## src/rtl/isb_pkg.sv

```systemverilog
package isb_pkg;

  // Status byte bit positions
  localparam int unsigned ST_C = 0;
  localparam int unsigned ST_Z = 1;
  localparam int unsigned ST_N = 2;
  localparam int unsigned ST_V = 3;
  localparam int unsigned ST_S = 4;
  localparam int unsigned ST_H = 5;
  localparam int unsigned ST_T = 6;
  localparam int unsigned ST_I = 7;
  localparam int unsigned ST_W = 8;

  // Flags produced by one subtract
  typedef struct packed {
    logic h;
    logic s;
    logic v;
    logic n;
    logic z;
    logic c;
  } isb_flags_t;

endpackage

```

## src/rtl/isb_decode.sv

```systemverilog
module isb_decode #(
  parameter int unsigned INSN_W   = 16,
  parameter int unsigned DATA_W   = 8,
  parameter int unsigned IDX_W    = 5,
  parameter int unsigned TGT_BASE = 16,
  parameter logic [3:0]  OPC_VAL  = 4'b0100
) (
  input  logic              insn_vld,
  input  logic [INSN_W-1:0] insn_word,
  input  logic              block,
  output logic              exec_en,
  output logic [IDX_W-1:0]  dest_idx,
  output logic [DATA_W-1:0] imm
);

  localparam int unsigned NIB_W  = DATA_W / 2;
  localparam int unsigned OPC_LO = INSN_W - 4;
  localparam int unsigned KHI_LO = OPC_LO - NIB_W;
  localparam int unsigned DST_LO = NIB_W;

  logic [3:0]       opc;
  logic [NIB_W-1:0] k_hi;
  logic [NIB_W-1:0] k_lo;
  logic [NIB_W-1:0] d_off;

  always_comb begin
    opc      = insn_word[INSN_W-1:OPC_LO];
    k_hi     = insn_word[KHI_LO +: NIB_W];
    d_off    = insn_word[DST_LO +: NIB_W];
    k_lo     = insn_word[0 +: NIB_W];
    imm      = {k_hi, k_lo};
    dest_idx = IDX_W'(TGT_BASE) + IDX_W'(d_off);
    exec_en  = insn_vld && (opc == OPC_VAL) && !block;
  end

endmodule

```

## src/rtl/isb_alu.sv

```systemverilog
module isb_alu
  import isb_pkg::*;
#(
  parameter int unsigned DATA_W   = 8,
  parameter int unsigned HALF_BIT = 3
) (
  input  logic [DATA_W-1:0] opd,
  input  logic [DATA_W-1:0] imm,
  input  logic              c_in,
  input  logic              z_in,
  output logic [DATA_W-1:0] res,
  output isb_flags_t        flags
);

  localparam int unsigned MSB = DATA_W - 1;

  logic [DATA_W-1:0] brw;
  logic [DATA_W-1:0] ovf;

  always_comb begin
    res     = opd - imm - DATA_W'(c_in);
    brw     = (~opd & imm) | (imm & res) | (res & ~opd);
    ovf     = (opd & ~imm & ~res) | (~opd & imm & res);
    flags.c = brw[MSB];
    flags.h = brw[HALF_BIT];
    flags.v = ovf[MSB];
    flags.n = res[MSB];
    flags.s = res[MSB] ^ ovf[MSB];
    flags.z = z_in && (res == '0);
  end

endmodule

```

## src/rtl/isb_regfile.sv

```systemverilog
module isb_regfile #(
  parameter int unsigned DATA_W = 8,
  parameter int unsigned DEPTH  = 32,
  parameter int unsigned IDX_W  = $clog2(DEPTH)
) (
  input  logic              clk,
  input  logic              rst,
  input  logic              we,
  input  logic [IDX_W-1:0]  waddr,
  input  logic [DATA_W-1:0] wdata,
  input  logic [IDX_W-1:0]  ex_raddr,
  output logic [DATA_W-1:0] ex_rdata,
  input  logic [IDX_W-1:0]  dbg_raddr,
  output logic [DATA_W-1:0] dbg_rdata
);

  logic [DATA_W-1:0] mem [DEPTH];

  for (genvar g = 0; g < DEPTH; g++) begin : g_ent
    always_ff @(posedge clk) begin
      if (rst)
        mem[g] <= '0;
      else if (we && (waddr == IDX_W'(g)))
        mem[g] <= wdata;
    end

    p_entry_clear_r10: assert property (@(posedge clk)
      rst |=> (mem[g] == '0));
  end

  assign ex_rdata = mem[ex_raddr];

  always_ff @(posedge clk) begin
    if (rst)
      dbg_rdata <= '0;
    else
      dbg_rdata <= mem[dbg_raddr];
  end

  // read data shows the entry as it was before the edge
  p_rd_old_r12: assert property (@(posedge clk) disable iff (rst)
    1'b1 |=> (dbg_rdata == $past(mem[dbg_raddr])));

endmodule

```

## src/rtl/isb_status.sv

```systemverilog
module isb_status
  import isb_pkg::*;
(
  input  logic            clk,
  input  logic            rst,
  input  logic            dbg_we,
  input  logic [ST_W-1:0] dbg_wdata,
  input  logic            exec_en,
  input  isb_flags_t      flags,
  output logic [ST_W-1:0] stat_q
);

  logic [ST_W-1:0] stat_d;

  always_comb begin
    stat_d = stat_q;
    if (dbg_we) begin
      stat_d = dbg_wdata;
    end else if (exec_en) begin
      stat_d[ST_C] = flags.c;
      stat_d[ST_Z] = flags.z;
      stat_d[ST_N] = flags.n;
      stat_d[ST_V] = flags.v;
      stat_d[ST_S] = flags.s;
      stat_d[ST_H] = flags.h;
    end
  end

  always_ff @(posedge clk) begin
    if (rst)
      stat_q <= '0;
    else
      stat_q <= stat_d;
  end

  p_reset_stat_r10: assert property (@(posedge clk)
    rst |=> (stat_q == '0));

  p_ti_keep_r7: assert property (@(posedge clk) disable iff (rst)
    (exec_en && !dbg_we) |=> (stat_q[ST_I:ST_T] == $past(stat_q[ST_I:ST_T])));

  p_zero_chain_r6: assert property (@(posedge clk) disable iff (rst)
    (exec_en && !dbg_we && !stat_q[ST_Z]) |=> !stat_q[ST_Z]);

  p_sign_rel_r5: assert property (@(posedge clk) disable iff (rst)
    (exec_en && !dbg_we) |=> (stat_q[ST_S] == (stat_q[ST_N] ^ stat_q[ST_V])));

  p_idle_hold_r9: assert property (@(posedge clk) disable iff (rst)
    (!exec_en && !dbg_we) |=> $stable(stat_q));

endmodule

```

## src/rtl/imm_sub_borrow_unit.sv

```systemverilog
module imm_sub_borrow_unit
  import isb_pkg::*;
#(
  parameter int unsigned DATA_W   = 8,
  parameter int unsigned DEPTH    = 32,
  parameter int unsigned TGT_BASE = 16,
  parameter int unsigned INSN_W   = 16,
  parameter int unsigned IDX_W    = $clog2(DEPTH)
) (
  input  logic              clk,
  input  logic              rst,
  input  logic              insn_vld,
  input  logic [INSN_W-1:0] insn_word,
  input  logic              dbg_reg_we,
  input  logic [IDX_W-1:0]  dbg_reg_waddr,
  input  logic [DATA_W-1:0] dbg_reg_wdata,
  input  logic              dbg_stat_we,
  input  logic [ST_W-1:0]   dbg_stat_wdata,
  input  logic [IDX_W-1:0]  dbg_reg_raddr,
  output logic [DATA_W-1:0] dbg_reg_rdata,
  output logic [ST_W-1:0]   stat_q
);

  logic              exec_en;
  logic              dbg_any;
  logic [IDX_W-1:0]  dest_idx;
  logic [DATA_W-1:0] imm;
  logic [DATA_W-1:0] opd;
  logic [DATA_W-1:0] res;
  isb_flags_t        flags;
  logic              rf_we;
  logic [IDX_W-1:0]  rf_waddr;
  logic [DATA_W-1:0] rf_wdata;

  assign dbg_any = dbg_reg_we | dbg_stat_we;

  isb_decode #(
    .INSN_W   (INSN_W),
    .DATA_W   (DATA_W),
    .IDX_W    (IDX_W),
    .TGT_BASE (TGT_BASE)
  ) u_dec (
    .insn_vld  (insn_vld),
    .insn_word (insn_word),
    .block     (dbg_any),
    .exec_en   (exec_en),
    .dest_idx  (dest_idx),
    .imm       (imm)
  );

  isb_alu #(
    .DATA_W (DATA_W)
  ) u_alu (
    .opd   (opd),
    .imm   (imm),
    .c_in  (stat_q[ST_C]),
    .z_in  (stat_q[ST_Z]),
    .res   (res),
    .flags (flags)
  );

  always_comb begin
    rf_we    = dbg_reg_we | exec_en;
    rf_waddr = dbg_reg_we ? dbg_reg_waddr : dest_idx;
    rf_wdata = dbg_reg_we ? dbg_reg_wdata : res;
  end

  isb_regfile #(
    .DATA_W (DATA_W),
    .DEPTH  (DEPTH),
    .IDX_W  (IDX_W)
  ) u_rf (
    .clk       (clk),
    .rst       (rst),
    .we        (rf_we),
    .waddr     (rf_waddr),
    .wdata     (rf_wdata),
    .ex_raddr  (dest_idx),
    .ex_rdata  (opd),
    .dbg_raddr (dbg_reg_raddr),
    .dbg_rdata (dbg_reg_rdata)
  );

  isb_status u_st (
    .clk       (clk),
    .rst       (rst),
    .dbg_we    (dbg_stat_we),
    .dbg_wdata (dbg_stat_wdata),
    .exec_en   (exec_en),
    .flags     (flags),
    .stat_q    (stat_q)
  );

  p_dest_upper_r8: assert property (@(posedge clk) disable iff (rst)
    exec_en |-> (dest_idx >= IDX_W'(TGT_BASE)));

  p_dbg_wins_r11: assert property (@(posedge clk) disable iff (rst)
    dbg_any |-> !exec_en);

  p_opcode_gate_r9: assert property (@(posedge clk) disable iff (rst)
    (insn_word[INSN_W-1:INSN_W-4] != 4'b0100) |-> !exec_en);

endmodule

```

## config.mk

```make
export PLATFORM = sky130hd
export DESIGN_NAME = imm_sub_borrow_unit
export DESIGN_NICKNAME = d
export VERILOG_FILES = /design/src/rtl/isb_pkg.sv /design/src/rtl/isb_decode.sv /design/src/rtl/isb_alu.sv /design/src/rtl/isb_regfile.sv /design/src/rtl/isb_status.sv /design/src/rtl/imm_sub_borrow_unit.sv
export SDC_FILE = /design/constraint.sdc
export NUM_CORES = 1
export LEC_CHECK = 0
export ABC_AREA = 1
export BUFFER_PORTS_ARGS = -buffer_cell sky130_fd_sc_hd__buf_4
export CORE_ASPECT_RATIO = 0.7
export CORE_MARGIN = 4
export CORE_UTILIZATION = 57
export DETAILED_ROUTE_END_ITERATION = 10
export PLACE_DENSITY = 0.75
export SLEW_MARGIN = 30
export SYNTH_ARGS = -nofsm -noshare
export SYNTH_HDL_FRONTEND = slang
export SYNTH_SLANG_ARGS = --single-unit
export TNS_END_PERCENT = 30
```

## constraint.sdc

```tcl
create_clock -name clk -period 6.7 [get_ports clk]
set_input_delay 1.005 -clock clk [delete_from_list [all_inputs] [get_ports clk]]
set_output_delay 1.005 -clock clk [all_outputs]
set_load 0.01 [all_outputs]
```

* Word level (Yosys, flattened, before mapping)
Memory sizes are Yosys's and may differ from the RTL's. A register that Yosys moved wholly into a read port is not among the register bits.
Index checks and enable logic that the tools add are counted.
** Storage, ports and cells
- Bits in registers :: 8
- Output and inout port bits :: 16
- Memories kept :: 1
- RAM bits :: 256
** Operators by class
- Equality and inequality tests :: 32
- Add/sub/neg operators :: 3
- Muxes and demuxes :: 134
- Bitwise gates (word level) :: 47
- Reductions and logical operators :: 39
** Memory list
- u_rf.mem :: depth 32, bits a word 8, read ports 2, clocked after Yosys merged registers in 1, write ports 32, line isb_regfile.sv:17 : logic [DATA_W-1:0] mem [DEPTH];
** Operators by type and width (count)
- two-way mux 8 bit :: 33
- two-way mux 1 bit :: 98
- == test 5 bit (second input constant) :: 16
- AND 8 bit :: 6
- == test 5 x 4 -> 1 bit (second input constant) :: 8
- logical AND 1 bit :: 35
- bitwise OR 1 bit :: 34
- NOT 8 bit :: 3
- bitwise OR 8 bit :: 3
- == test 5 x 3 -> 1 bit (second input constant) :: 4
- two-way mux 6 bit :: 2
- == test 5 x 2 -> 1 bit (second input constant) :: 2
- zero test 8 bit :: 1
- subtractor 8 x 1 -> 8 bit :: 1
- subtractor 8 bit :: 1
- adder 5 x 4 -> 5 bit (first input constant) :: 1
- == test 5 x 1 -> 1 bit (second input constant) :: 1
- zero test 5 bit :: 1
- two-way mux 5 bit :: 1
- == test 4 x 3 -> 1 bit (second input constant) :: 1
- nonzero test 2 bit :: 1
- zero test 1 bit :: 1
- XOR 1 bit :: 1

* Logic depth before layout (Yosys ltp)
Gate-level depths: netlist (run 1).
An unclocked memory read counts as a cell.
- Word-level depth :: 10
- Mapped depth :: 24
- Mapped depth without buffers :: 20

* Hierarchy
From an unflattened synthesis (run 1), not the netlist that was laid out.
** Unflattened totals
- Cells, all modules :: 2129
- Area, all modules :: 16153.0 µm²
** Modules (own cells, without submodules)
- isb_regfile :: area each 14784.2 µm², times used 1, sequential area each 7847.5 µm², cells each 1896
- isb_alu :: area each 695.7 µm², times used 1, sequential area each 0.0 µm², cells each 115
- isb_status :: area each 365.4 µm², times used 1, sequential area each 160.2 µm², cells each 54
- imm_sub_borrow_unit :: area each 181.4 µm², times used 1, sequential area each 0.0 µm², cells each 44
- isb_decode :: area each 126.4 µm², times used 1, sequential area each 0.0 µm², cells each 20

* Worst setup path before layout (run 1)
No wires, ideal clock.
- Path type :: input to register
- From :: in insn_word[4]
- To :: mem u_rf.mem[24][7], data pin
- Stages :: 23
- Slack :: 2.585 ns
- Setup time :: 0.257 ns
- Buffers on the path :: 4
- Arrival :: 3.858 ns
- Cells stage by stage :: inv_2 buf_2 buf_2 clkbuf_1 nor2_1 o221ai_1 o211ai_1 nand2_1 inv_1 ha_1 inv_1 ha_1 nand2_1 nor2_1 a211oi_1 nand2_2 nand2_2 nand3_1 nand2_2 nand2_2 o21ai_4 buf_6 nor2_1
** RTL lines
- start, declared :: line imm_sub_borrow_unit.sv:13 : input logic [INSN_W-1:0] insn_word,
- end, declared :: line isb_regfile.sv:17

==> run_results.csv, run 1 <==
group,metric,value,unit
place,numPlacedInstances,1775,
critical_path,startpoint_type,"primary input",
die,coreArea,23900,sq um
cts,clkSlewWorstSetupHoldPaths,0.06,ns
die,rows,47,
synthesis,synth.most_common_cell,"nor2_1",
place,place_area,14600,sq um
critical_path,cp_common_cell,"nand2_2",
critical_path,reg2reg_slack,3.15,ns
critical_path,crit_chain,"buf_4 -> clkinv_2 -> o21ai_0 -> o221ai_1 -> nand3_1 -> nand2_1 -> inv_1 -> ha_1 -> inv_1 -> ha_1 -> nand2_1 -> nor2_1 -> a211oi_1 -> nand2_2 -> nand2_2 -> nand3_1 -> nand2_2 -> nand2_2 -> o21ai_4 -> buf_16 -> nor2_1",
critical_path,timing.rr.end,"u_rf.mem[22][6]$_SDFFCE_PN0P_",
hold_path,holdCritPathClass,"reg -> reg",
hold_path,worstHoldPathCells,2,
finish,final_cell_area,15500,sq um
synthesis,syn_avg_cell_area,9.37,sq um
flow_run,maxCapViolCount,0,
detailed_routing,wire_per_inst,23.1,um
global_route,antenna_found_initial,0,
sta,slew_headroom,30.8,%
cts,post_cts_buffers,0,
detailed_routing,drc,0,
finish,fillers,1919,
sta,final.setup.tns,0,ns
hold_path,min_to,"u_st.stat_q[4]$_SDFFE_PP0P_",
die,start_util,58.6,%
global_route,grt_overflow,0,
hold_path,min_from,"u_st.stat_q[4]$_SDFFE_PP0P_",
synthesis,synth_area_leaders,"edfxtp_1, nor2_1, o21ai_0",
die,dieArea,27200,sq um
finish,utilization,64.6,%
synthesis,syn_inst,1497,
critical_path,r2r_start,"u_rf.mem[17][0]$_SDFFCE_PN0P_",
detailed_routing,drt-initial-drc-count,1921,
place,gp_congestion,0.905,
synthesis,syn_area,14000,sq um
sta,whs,0.470,ns
power_and_ir_drop,p_per_area,269,nW/um^2
die,die_w,196,um
cts,cts_sinks,272,
detailed_routing,wirelength,42000,um
synthesis,synthArstFlopShare,0,%
sta,finalCriticalPeriod,5.38,ns
finish,seq_area,8010,sq um
place,port_buffers,62,
detailed_routing,viasPerCell,6.56,
finish,antenna_cells,0,
cts,clock_tree.root_cell,"clkbuf_16",
global_route,gr-usage-all-layers,30.2,%
synthesis,yosysTopAreaCell,"edfxtp_1",
cts,cts_tree,"done",
sta,grt_setup_unrepaired,"no",
critical_path,worst-r2r-cell-count,18,
detailed_routing,firstDrtPassIters,6,
critical_path,path_max_fanout,66,
sta,hold_violations,0,
cts,numCtsBuffers,27,
finish,multi_input_area,5370,sq um
critical_path,critPathRequiredTime,6.98,ns
power_and_ir_drop,irDropWorstVdd,0.229,mV
cts,ctsHoldBuffers,0,
critical_path,path_class,"in -> reg",
finish,layout.nets,1547,
sta,worst_pin_slew,1.04,ns
cts,clkLatencyLatePin,0.54,ns
synthesis,synth_top_area_share,54.8,%
synthesis,synthFlopType,"edfxtp_1",
synthesis,synth-edff-count,256,
power_and_ir_drop,p_leak,5.75,nW
sta,clock.fmax,186,MHz
finish,fin_cells,1823,
synthesis,synthDistinctLibCells,45,
synthesis,synth_sequential_area_ratio,57.1,%
cts,cts_resized,0,
sta,period_share,80.3,%
sta,setup_viol_count_final,0,
critical_path,endpoint_kind,"flip-flop",
sta,finalClockSkew,0.0126,ns
cts,clockBufferDepth,3,
synthesis,synthTopCellsByCount,"nor2_1, edfxtp_1, o21ai_0, nand2_1",
global_route,grt_max_degree,72,
critical_path,cp.arrival,5.66,ns
critical_path,critPathMaxStageDelay,0.92,ns
finish,drive_above_1_share,11.9,%
status,status,"completed",
sta,maxSlewViolCount,0,
detailed_routing,vias,11963,
synthesis,syn-num-nets,1558,
place,dp_hpwl,27000,um
global_route,grt_pass1_wl,65000,um
global_route,grt_pass1_vias,11057,
synthesis,yosysWarnings,0,
die,ios,63,
critical_path,slowest_stage,"clkinv_2",
detailed_routing,ant_nets,0,
synthesis,ys_ff_latch,272,
finish,area_growth,10.2,%
die,die_h,139,um
cts,htreeDepth,1,
cell families (layout without fill, tap and decap cells):
family | count (synthesis) | after routing | share of synthesized area (%)
muxes | 2 | 2 | 0.232
AOI/OAI and AO/OA | 336 | 336 | 14.8
and+or+nand+nor | 705 | 705 | 21.1
buffers and inverters | 163 | 171 | 5.11
xor gates and xnor gates | 5 | 5 | 0.312
adders and majority gates | 14 | 14 | 1.36
DFF | 272 | 272 | 57.1
cell type report:
cell class | count | area share [%]
Sequential cell | 272 | 51.8
Multi-Input combinational cell | 1062 | 34.8
Clock buffer | 38 | 4.70
Timing Repair Buffer | 78 | 4.27
Tap cell | 318 | 2.57
Inverter | 45 | 1.11
Clock inverter | 10 | 0.769
flip-flops by register name, indices dropped and copies added (netlist names):
name            flops
u_st.stat_q         8
u_rf.dbg_rdata      8
u_rf.mem          256
where the power goes:
group / internal (W) / switching [W] / leakage [nW] / total [W]
sequential: 0.00192 / 0.0000291 / 2.85 / 0.00195
combinational: 0.000196 / 0.000502 / 2.50 / 0.000698
clock: 0.000866 / 0.000634 / 0.410 / 0.00150
total: 0.00299 / 0.00116 / 5.75 / 0.00415
layout by cell type (no fill, tap or decap), types with 5 or more instances in the layout:
cell       instances
clkbuf_1          10
o21ai_4            6
buf_4             73
o22ai_1           17
nand3_1           61
nand2_2            8
nor2_2            21
o221ai_1          71
edfxtp_1         256
clkbuf_16         27
o21ai_0          185
ha_1              12
nand2_1          130
o211ai_1          10
a21oi_1           16
inv_1             39
clkinv_1           5
dfxtp_1           16
nor2_1           454
a31oi_1           14
nand3_2           22
per-layer routing:
| metal | part of all wire [%] | wire length (um) | track usage (%) |
|---|---|---|---|
| met3 | 15 | 6350 | 6.81 |
| met1 | 40 | 16600 | 46.9 |
| met5 | 0 | 0 | 0 |
| met2 | 42 | 17800 | 43.6 |
| met4 | 2.9 | 1210 | 7.27 |
worst max-delay path: cells and delay by family:
family	cells	cell delay, ns
AO/OA/AOI/OAI	4	1.29
adder cells (fa/ha/maj)	2	0.47
buffers and inverters	5	1.83
AND/OR/NAND/NOR	10	1.00
worst max path at each step:
stage	from	endpoint	cells past startpoint
2_1_floorplan	insn_word[4]	u_rf.mem[24][7]$_SDFFCE_PN0P_	23
3_3_place_gp	insn_word[4]	u_rf.mem[2][7]$_SDFFCE_PN0P_	20
3_5_place_dp	insn_word[4]	u_rf.mem[6][7]$_SDFFCE_PN0P_	21
4_1_cts	insn_word[4]	u_rf.mem[6][7]$_SDFFCE_PN0P_	21
5_1_grt	insn_word[4]	u_rf.mem[26][6]$_SDFFCE_PN0P_	20
6_report	insn_word[4]	u_rf.mem[6][7]$_SDFFCE_PN0P_	21
through the flow:
stage	power [W]	setup WS, ns
3_3_place_gp	0.00262	1.56
6_report	0.00415	1.32
2_1_floorplan	0.00241	2.58
4_1_cts	0.00413	1.90
5_1_grt	0.00428	1.04
3_5_place_dp	0.00266	1.35
(Power assumes the default switching activity.)
==> inputs of run 2 (changes only) <==
--- a/config.mk
+++ b/config.mk
@@ -5,7 +5,7 @@
 export SDC_FILE = /design/constraint.sdc
 export NUM_CORES = 1
 export LEC_CHECK = 0
-export ABC_AREA = 1
+export ABC_AREA = 0
 export BUFFER_PORTS_ARGS = -buffer_cell sky130_fd_sc_hd__buf_4
 export CORE_ASPECT_RATIO = 0.7
 export CORE_MARGIN = 4
==> constraint.sdc (replaced) <==
create_clock -name clk -period 5.6 [get_ports clk]
set_input_delay 0.84 -clock clk [delete_from_list [all_inputs] [get_ports clk]]
set_output_delay 0.84 -clock clk [all_outputs]
set_load 0.01 [all_outputs]
==> run 2 against run 1 <==
Effect of this change: clock skew grew 0.012 ns; combinational power grew 24%; critical endpoint is now u_rf.mem[27][6]$_SDFFCE_PN0P_; critical path type unchanged; total power grew 20%.
==> run_results.csv, run 2 <==
group,metric,value,unit
synthesis,yosysTopAreaCell,"edfxtp_1",
critical_path,crit_chain,"buf_4 -> mux4_2 -> mux4_2 -> inv_1 -> fa_1 -> inv_1 -> fa_1 -> nand2b_1 -> a21o_1 -> a21o_1 -> a21oi_1 -> xnor2_1 -> mux2i_4 -> buf_4 -> nor2_1",
die,ios,63,
sta,hold_violations,0,
critical_path,path_class,"in -> reg",
finish,final_common_cell,"nor2_1",
critical_path,critPathMaxStageDelay,0.63,ns
status,status,"completed",
cts,cts_tree,"done",
synthesis,syn-num-nets,1042,
detailed_routing,firstDrtPassIters,5,
power_and_ir_drop,p_int,0.00359,W
finish,seq_area,8010,sq um
sta,setup_viol_count_final,0,
finish,final_cell_mix,"nor2_1, edfxtp_1, mux4_2",
synthesis,synthTopCellsByCount,"nor2_1, edfxtp_1, mux4_2, clkbuf_1, nand2_1",
synthesis,synth.most_common_cell,"nor2_1",
cts,post_cts_buffers,0,
cts,clock_tree.root_cell,"clkbuf_16",
detailed_routing,wirelength,36900,um
critical_path,slowest_stage,"mux4_2",
finish,antenna_cells,0,
global_route,grt_overflow,0,
critical_path,startpoint_type,"primary input",
critical_path,cp.depth,15,
power_and_ir_drop,power.share.clock,35.3,%
finish,fillers,1720,
synthesis,synth_area_leaders,"edfxtp_1, mux4_2, nor2_1",
die,die_h,138,um
synthesis,yosysWarnings,0,
hold_path,min_from,"u_st.stat_q[6]$_SDFFE_PP0P_",
global_route,antenna_found_initial,3,
critical_path,crit_family,"multiplexers",
synthesis,synth_top_area_share,55.8,%
place,dp_hpwl,25200,um
sta,setup_slack,1.04,ns
global_route,busiest_layer,"met1",
cts,cts_sinks,272,
critical_path,r2r_start,"u_rf.mem[16][0]$_SDFFCE_PN0P_",
detailed_routing,viasPerCell,6.73,
global_route,use_met2,38.1,%
cts,clkSlewWorstSetupHoldPaths,0.06,ns
sta,finalCriticalPeriod,4.56,ns
sta,whs,0.499,ns
power_and_ir_drop,power.switching,0.00137,W
finish,multi_input_area,5370,sq um
power_and_ir_drop,comb_power_share,17.4,%
cts,clkLatencyLatePin,0.54,ns
power_and_ir_drop,seqPwrFrac,47.3,%
synthesis,synthDistinctLibCells,60,
critical_path,path_max_fanout,36,
place,gp_congestion,0.907,
detailed_routing,vias,9073,
critical_path,cp.arrival,4.83,ns
finish,largest_reg_flops,256,
hold_path,worstHoldPathCells,2,
hold_path,min_to,"u_st.stat_q[6]$_SDFFE_PP0P_",
global_route,use_met3,9.80,%
sta,finalClockSkew,0.0243,ns
hold_path,holdCritPathClass,"reg -> reg",
sta,slew_headroom,31.0,%
power_and_ir_drop,p_leak,5.63,nW
synthesis,synthFlopType,"edfxtp_1",
critical_path,reg2reg_slack,1.59,ns
global_route,gr-usage-all-layers,27.4,%
cts,numCtsBuffers,27,
synthesis,syn_area,13800,sq um
critical_path,endpoint_kind,"flip-flop",
synthesis,synth-edff-count,256,
cts,cts_resized,0,
power_and_ir_drop,irDropWorstVdd,0.248,mV
cts,clockBufferDepth,3,
synthesis,syn_avg_cell_area,14.1,sq um
sta,clock.fmax,219,MHz
synthesis,syn_inst,981,
global_route,grt_pass1_vias,8698,
detailed_routing,ant_nets,0,
finish,area_growth,10.9,%
synthesis,ys_ff_latch,272,
flow_run,maxCapViolCount,0,
detailed_routing,drt-initial-drc-count,1369,
finish,utilization,64.5,%
critical_path,critPathRequiredTime,5.87,ns
global_route,grt_max_degree,65,
power_and_ir_drop,p_per_area,325,nW/um^2
detailed_routing,drc,0,
global_route,grt_pass1_wl,55700,um
critical_path,timing.rr.end,"u_rf.mem[27][6]$_SDFFCE_PN0P_",
die,coreArea,23700,sq um
cts,ctsHoldBuffers,0,
place,port_buffers,62,
cts,htreeDepth,1,
die,dieArea,26800,sq um
sta,worst_pin_slew,1.03,ns
sta,final.setup.tns,0,ns
finish,largest_register,"u_rf.mem",
die,start_util,58.2,%
power_and_ir_drop,design_power_total,0.00496,W
synthesis,synthArstFlopShare,0,%
sta,maxSlewViolCount,0,
critical_path,path_buf_inv,4,
synthesis,synth_sequential_area_ratio,58.1,%
sta,period_share,81.4,%
finish,layout.nets,1072,
sta,grt_setup_unrepaired,"no",
die,die_w,194,um
detailed_routing,wire_per_inst,27.3,um
finish,drive_above_1_share,24.8,%
power_and_ir_drop,switching_share,27.7,%
critical_path,worst-r2r-cell-count,14,
global_route,met1_usage,43.0,%
finish,reg_top3,"u_rf.mem: 256 flops, u_rf.dbg_rdata: 8 flops, u_st.stat_q: 8 flops",
die,rows,47,
place,pre_cts_slack,0.517,ns
run 2: layout make-up:
class | count | area share [%]
tap | 318 | 2.60
sequential | 272 | 52.4
timing repair buffer | 76 | 3.76
inverter | 25 | 0.614
clock buffer | 32 | 4.54
clock inverter | 17 | 0.982
multi-input combinational | 609 | 35.1
run 2: through the flow:
step,instances,cell area (sq um)
floorplan,981,13800
global placement,1300,14400
detailed placement,1300,14400
CTS,1349,15300
global route,1349,15300
finish,1349,15300
run 2: metal layers:
layer  share of wire, %  up-vias
met5               0.12        -
met4                1.7        6
met3                 14       60
met2                 42      593
met1                 42     4625
li1                   -     3789
run 2: how the worst max path moves through the flow:
| stage | startpoint | end | slack (ns) |
|---|---|---|---|
| 2_1_floorplan | insn_word[5] | u_rf.mem[0][6]$_SDFFCE_PN0P_ | 0.86 |
| 3_3_place_gp | insn_word[4] | u_rf.mem[19][6]$_SDFFCE_PN0P_ | 0.59 |
| 3_5_place_dp | insn_word[4] | u_rf.mem[20][6]$_SDFFCE_PN0P_ | 0.52 |
| 4_1_cts | insn_word[4] | u_rf.mem[27][6]$_SDFFCE_PN0P_ | 1.07 |
| 5_1_grt | insn_word[4] | u_rf.mem[27][6]$_SDFFCE_PN0P_ | 0.83 |
| 6_report | insn_word[4] | u_rf.mem[27][6]$_SDFFCE_PN0P_ | 1.04 |
run 2: kinds of logic after synthesis:
family	count (synthesis)	share of synthesized area [%]
simple gates	359	10.7
buf+inv	100	3.44
flops	272	58.1
fa+ha+maj	14	1.38
compound gates	92	5.34
xor+xnor	6	0.436
mux	138	20.6
run 2: power groups by stage:
stage	clock (W)	sequential, W	combinational (W)
final	0.00175	0.00235	0.000863
after global routing	0.00185	0.00235	0.000909
after CTS	0.00177	0.00235	0.000849
after detailed placement	0	0.00239	0.000844
after global placement	0	0.00238	0.000829
after floorplan	0	0.00238	0.000553
run 2: worst register-to-register path: cells and delay by family, from the launching register on:
family	cells	cell delay (ns)
adder cells (fa/ha/maj)	2	0.57
AND/OR/NAND/NOR	2	0.31
buffers and inverters	3	0.57
XOR/XNOR	1	0.16
multiplexers	3	1.15
AO/OA/AOI/OAI	3	0.58
flip-flops	1	0.42
==> inputs of run 3 (changes only) <==
==> constraint.sdc (replaced) <==
create_clock -name clk -period 4.32 [get_ports clk]
set_input_delay 0.648 -clock clk [delete_from_list [all_inputs] [get_ports clk]]
set_output_delay 0.648 -clock clk [all_outputs]
set_load 0.01 [all_outputs]
==> run 3 against run 2 <==
Effect of this change: global-route usage decreased by 0.39 points; first-iteration DRC count increased by 6.1%; worst hold slack got worse by 0.16 ns; clock-buffer cell count increased by 3; die area unchanged; largest power group unchanged; sequential share of layout area decreased by 1.7 points; register-to-register slack got worse by 1.2 ns; combinational power increased by 45%; critical path depth unchanged; critical endpoint is now u_rf.mem[5][7]$_SDFFCE_PN0P_; highest routed layer unchanged; utilization increased by 2.2 points.
==> run_results.csv, run 3 (synthesized netlist as in run 2, its figures left out) <==
group,metric,value,unit
hold_path,min_from,"dbg_stat_wdata[7]",
critical_path,r2r_start,"u_rf.mem[16][0]$_SDFFCE_PN0P_",
critical_path,crit_family,"multiplexers",
global_route,gr-usage-all-layers,27.0,%
die,coreArea,23700,sq um
status,status,"completed",
flow_run,maxCapViolCount,0,
die,die_w,194,um
detailed_routing,viasPerCell,6.71,
place,gp_congestion,0.881,
cts,clkLatencyLatePin,0.54,ns
critical_path,timing.rr.end,"u_rf.mem[5][7]$_SDFFCE_PN0P_",
detailed_routing,vias,9325,
global_route,antenna_found_initial,1,
die,ios,63,
place,place_area,14800,sq um
critical_path,cp.arrival,4.39,ns
cts,ctsHoldBuffers,0,
finish,utilization,66.7,%
sta,worst_pin_slew,0.997,ns
sta,finalClockSkew,0.0115,ns
die,die_h,138,um
cts,post_cts_buffers,0,
die,rows,47,
finish,largest_reg_flops,256,
critical_path,worst-r2r-cell-count,14,
finish,largest_register,"u_rf.mem",
cts,cts_resized,0,
detailed_routing,drt-initial-drc-count,1453,
global_route,grt_max_degree,65,
power_and_ir_drop,design_power_total,0.00688,W
detailed_routing,ant_nets,0,
place,port_buffers,62,
global_route,grt_pass1_vias,8986,
critical_path,path_buf_inv,4,
die,start_util,58.2,%
cts,clock_tree.root_cell,"clkbuf_16",
finish,layout.nets,1111,
sta,slew_headroom,33.6,%
finish,final_cell_mix,"nor2_1, edfxtp_1, mux4_2",
critical_path,crit_chain,"buf_4 -> mux4_2 -> mux4_2 -> inv_1 -> fa_1 -> inv_1 -> ha_1 -> nand2b_1 -> a21oi_1 -> buf_4 -> o211a_1 -> and3_1 -> a311o_1 -> o21a_4 -> nor2_1",
cts,clockBufferDepth,3,
critical_path,path_max_fanout,32,
finish,reg_top3,"u_rf.mem: 256 flops, u_rf.dbg_rdata: 8 flops, u_st.stat_q: 8 flops",
critical_path,endpoint_kind,"flip-flop",
detailed_routing,firstDrtPassIters,7,
sta,grt_setup_unrepaired,"no",
finish,drive_above_1_share,27.6,%
finish,final_cell_area,15800,sq um
hold_path,holdCritPathClass,"in -> reg",
sta,whs,0.338,ns
hold_path,min_to,"u_st.stat_q[7]$_SDFFE_PP0P_",
place,numPlacedInstances,1339,
sta,period_share,95.4,%
detailed_routing,drc,0,
critical_path,path_class,"in -> reg",
finish,antenna_cells,0,
power_and_ir_drop,p_leak,5.91,nW
cts,clkSlewWorstSetupHoldPaths,0.06,ns
sta,setup_viol_count_final,0,
finish,final_common_cell,"nor2_1",
cts,cts_tree,"done",
global_route,grt_overflow,0,
power_and_ir_drop,irDropWorstVdd,0.388,mV
cts,htreeDepth,1,
detailed_routing,wirelength,36500,um
die,dieArea,26800,sq um
detailed_routing,wire_per_inst,26.3,um
finish,area_growth,14.7,%
hold_path,worstHoldPathCells,3,
cts,numCtsBuffers,27,
finish,fin_cells,1389,
critical_path,startpoint_type,"primary input",
critical_path,slowest_stage,"mux4_2",
critical_path,reg2reg_slack,0.43,ns
sta,maxSlewViolCount,0,
cts,cts_sinks,272,
power_and_ir_drop,p_per_area,435,nW/um^2
sta,clock.fmax,243,MHz
global_route,grt_pass1_wl,55500,um
place,dp_hpwl,24800,um
critical_path,critPathRequiredTime,4.59,ns
sta,finalCriticalPeriod,4.12,ns
sta,hold_violations,0,
critical_path,critPathMaxStageDelay,0.60,ns
-- run 3: changes by cell type in the layout (fill, tap and decap cells not counted), moves of 2 or more --
cell / before / now
o21bai_1: 12 / 14
clkinv_1: 4 / 2
bufinv_16: 2 / 6
clkinv_2: 7 / 3
clkbuf_8: 0 / 3
buf_4: 75 / 107
o21bai_2: 2 / 0
buf_12: 0 / 8
-- run 3: worst max-delay path by stage --
stage                             from                       endpoint  slack, ns  cells after the start
after CTS                 insn_word[4]   u_rf.mem[5][7]$_SDFFCE_PN0P_       0.21                     15
after detailed placement  insn_word[4]  u_rf.mem[12][7]$_SDFFCE_PN0P_      -0.28                     15
after floorplan           insn_word[5]  u_rf.mem[16][6]$_SDFFCE_PN0P_      0.004                     17
after global placement    insn_word[4]  u_rf.mem[21][7]$_SDFFCE_PN0P_      -0.15                     13
final                     insn_word[4]   u_rf.mem[5][7]$_SDFFCE_PN0P_       0.20                     15
after global routing      insn_word[4]  u_rf.mem[12][7]$_SDFFCE_PN0P_      0.004                     15
-- run 3: area by class of cell --
cell class / instances / area, sq um
sequential: 272 / 8010
fill: 1653 / 7890
multi-input combinational: 609 / 5370
timing repair buffer: 115 / 963
clock buffer: 35 / 736
tap: 318 / 398
clock inverter: 15 / 235
inverter: 25 / 93.8
-- run 3: routing by layer --
layer / global-route usage [%] / part of all wire [%]
met2: 38.0 / 43
met3: 6.83 / 14
met1: 43.1 / 41
met4: 5.81 / 2.5
met5: 2.65 / 0.32
-- run 3: worst reg2reg max path: cells and delay by family (launching register included) --
family / cells / cell delay [ns]
buffers and inverters: 3 / 0.32
flip-flops: 1 / 0.43
multiplexers: 2 / 1.05
AND/OR/NAND/NOR: 3 / 0.49
adder cells (fa/ha/maj): 2 / 0.36
AO/OA/AOI/OAI: 4 / 0.97
-- run 3: per-stage QoR --
step / setup TNS, ns / worst slack, ns
6_report: 0 / 0.199
3_3_place_gp: -8.63 / -0.145
3_5_place_dp: -17.58 / -0.281
4_1_cts: 0 / 0.213
2_1_floorplan: 0 / 0.00391
5_1_grt: 0 / 0.00366
-- run 3: where the power goes --
group / total, W / leakage, nW / internal (W) / switching (W)
registers: 0.00304 / 2.77 / 0.00299 / 0.0000483
clock network: 0.00259 / 0.469 / 0.00156 / 0.00103
logic: 0.00125 / 2.66 / 0.000511 / 0.000739
total: 0.00688 / 5.91 / 0.00507 / 0.00181
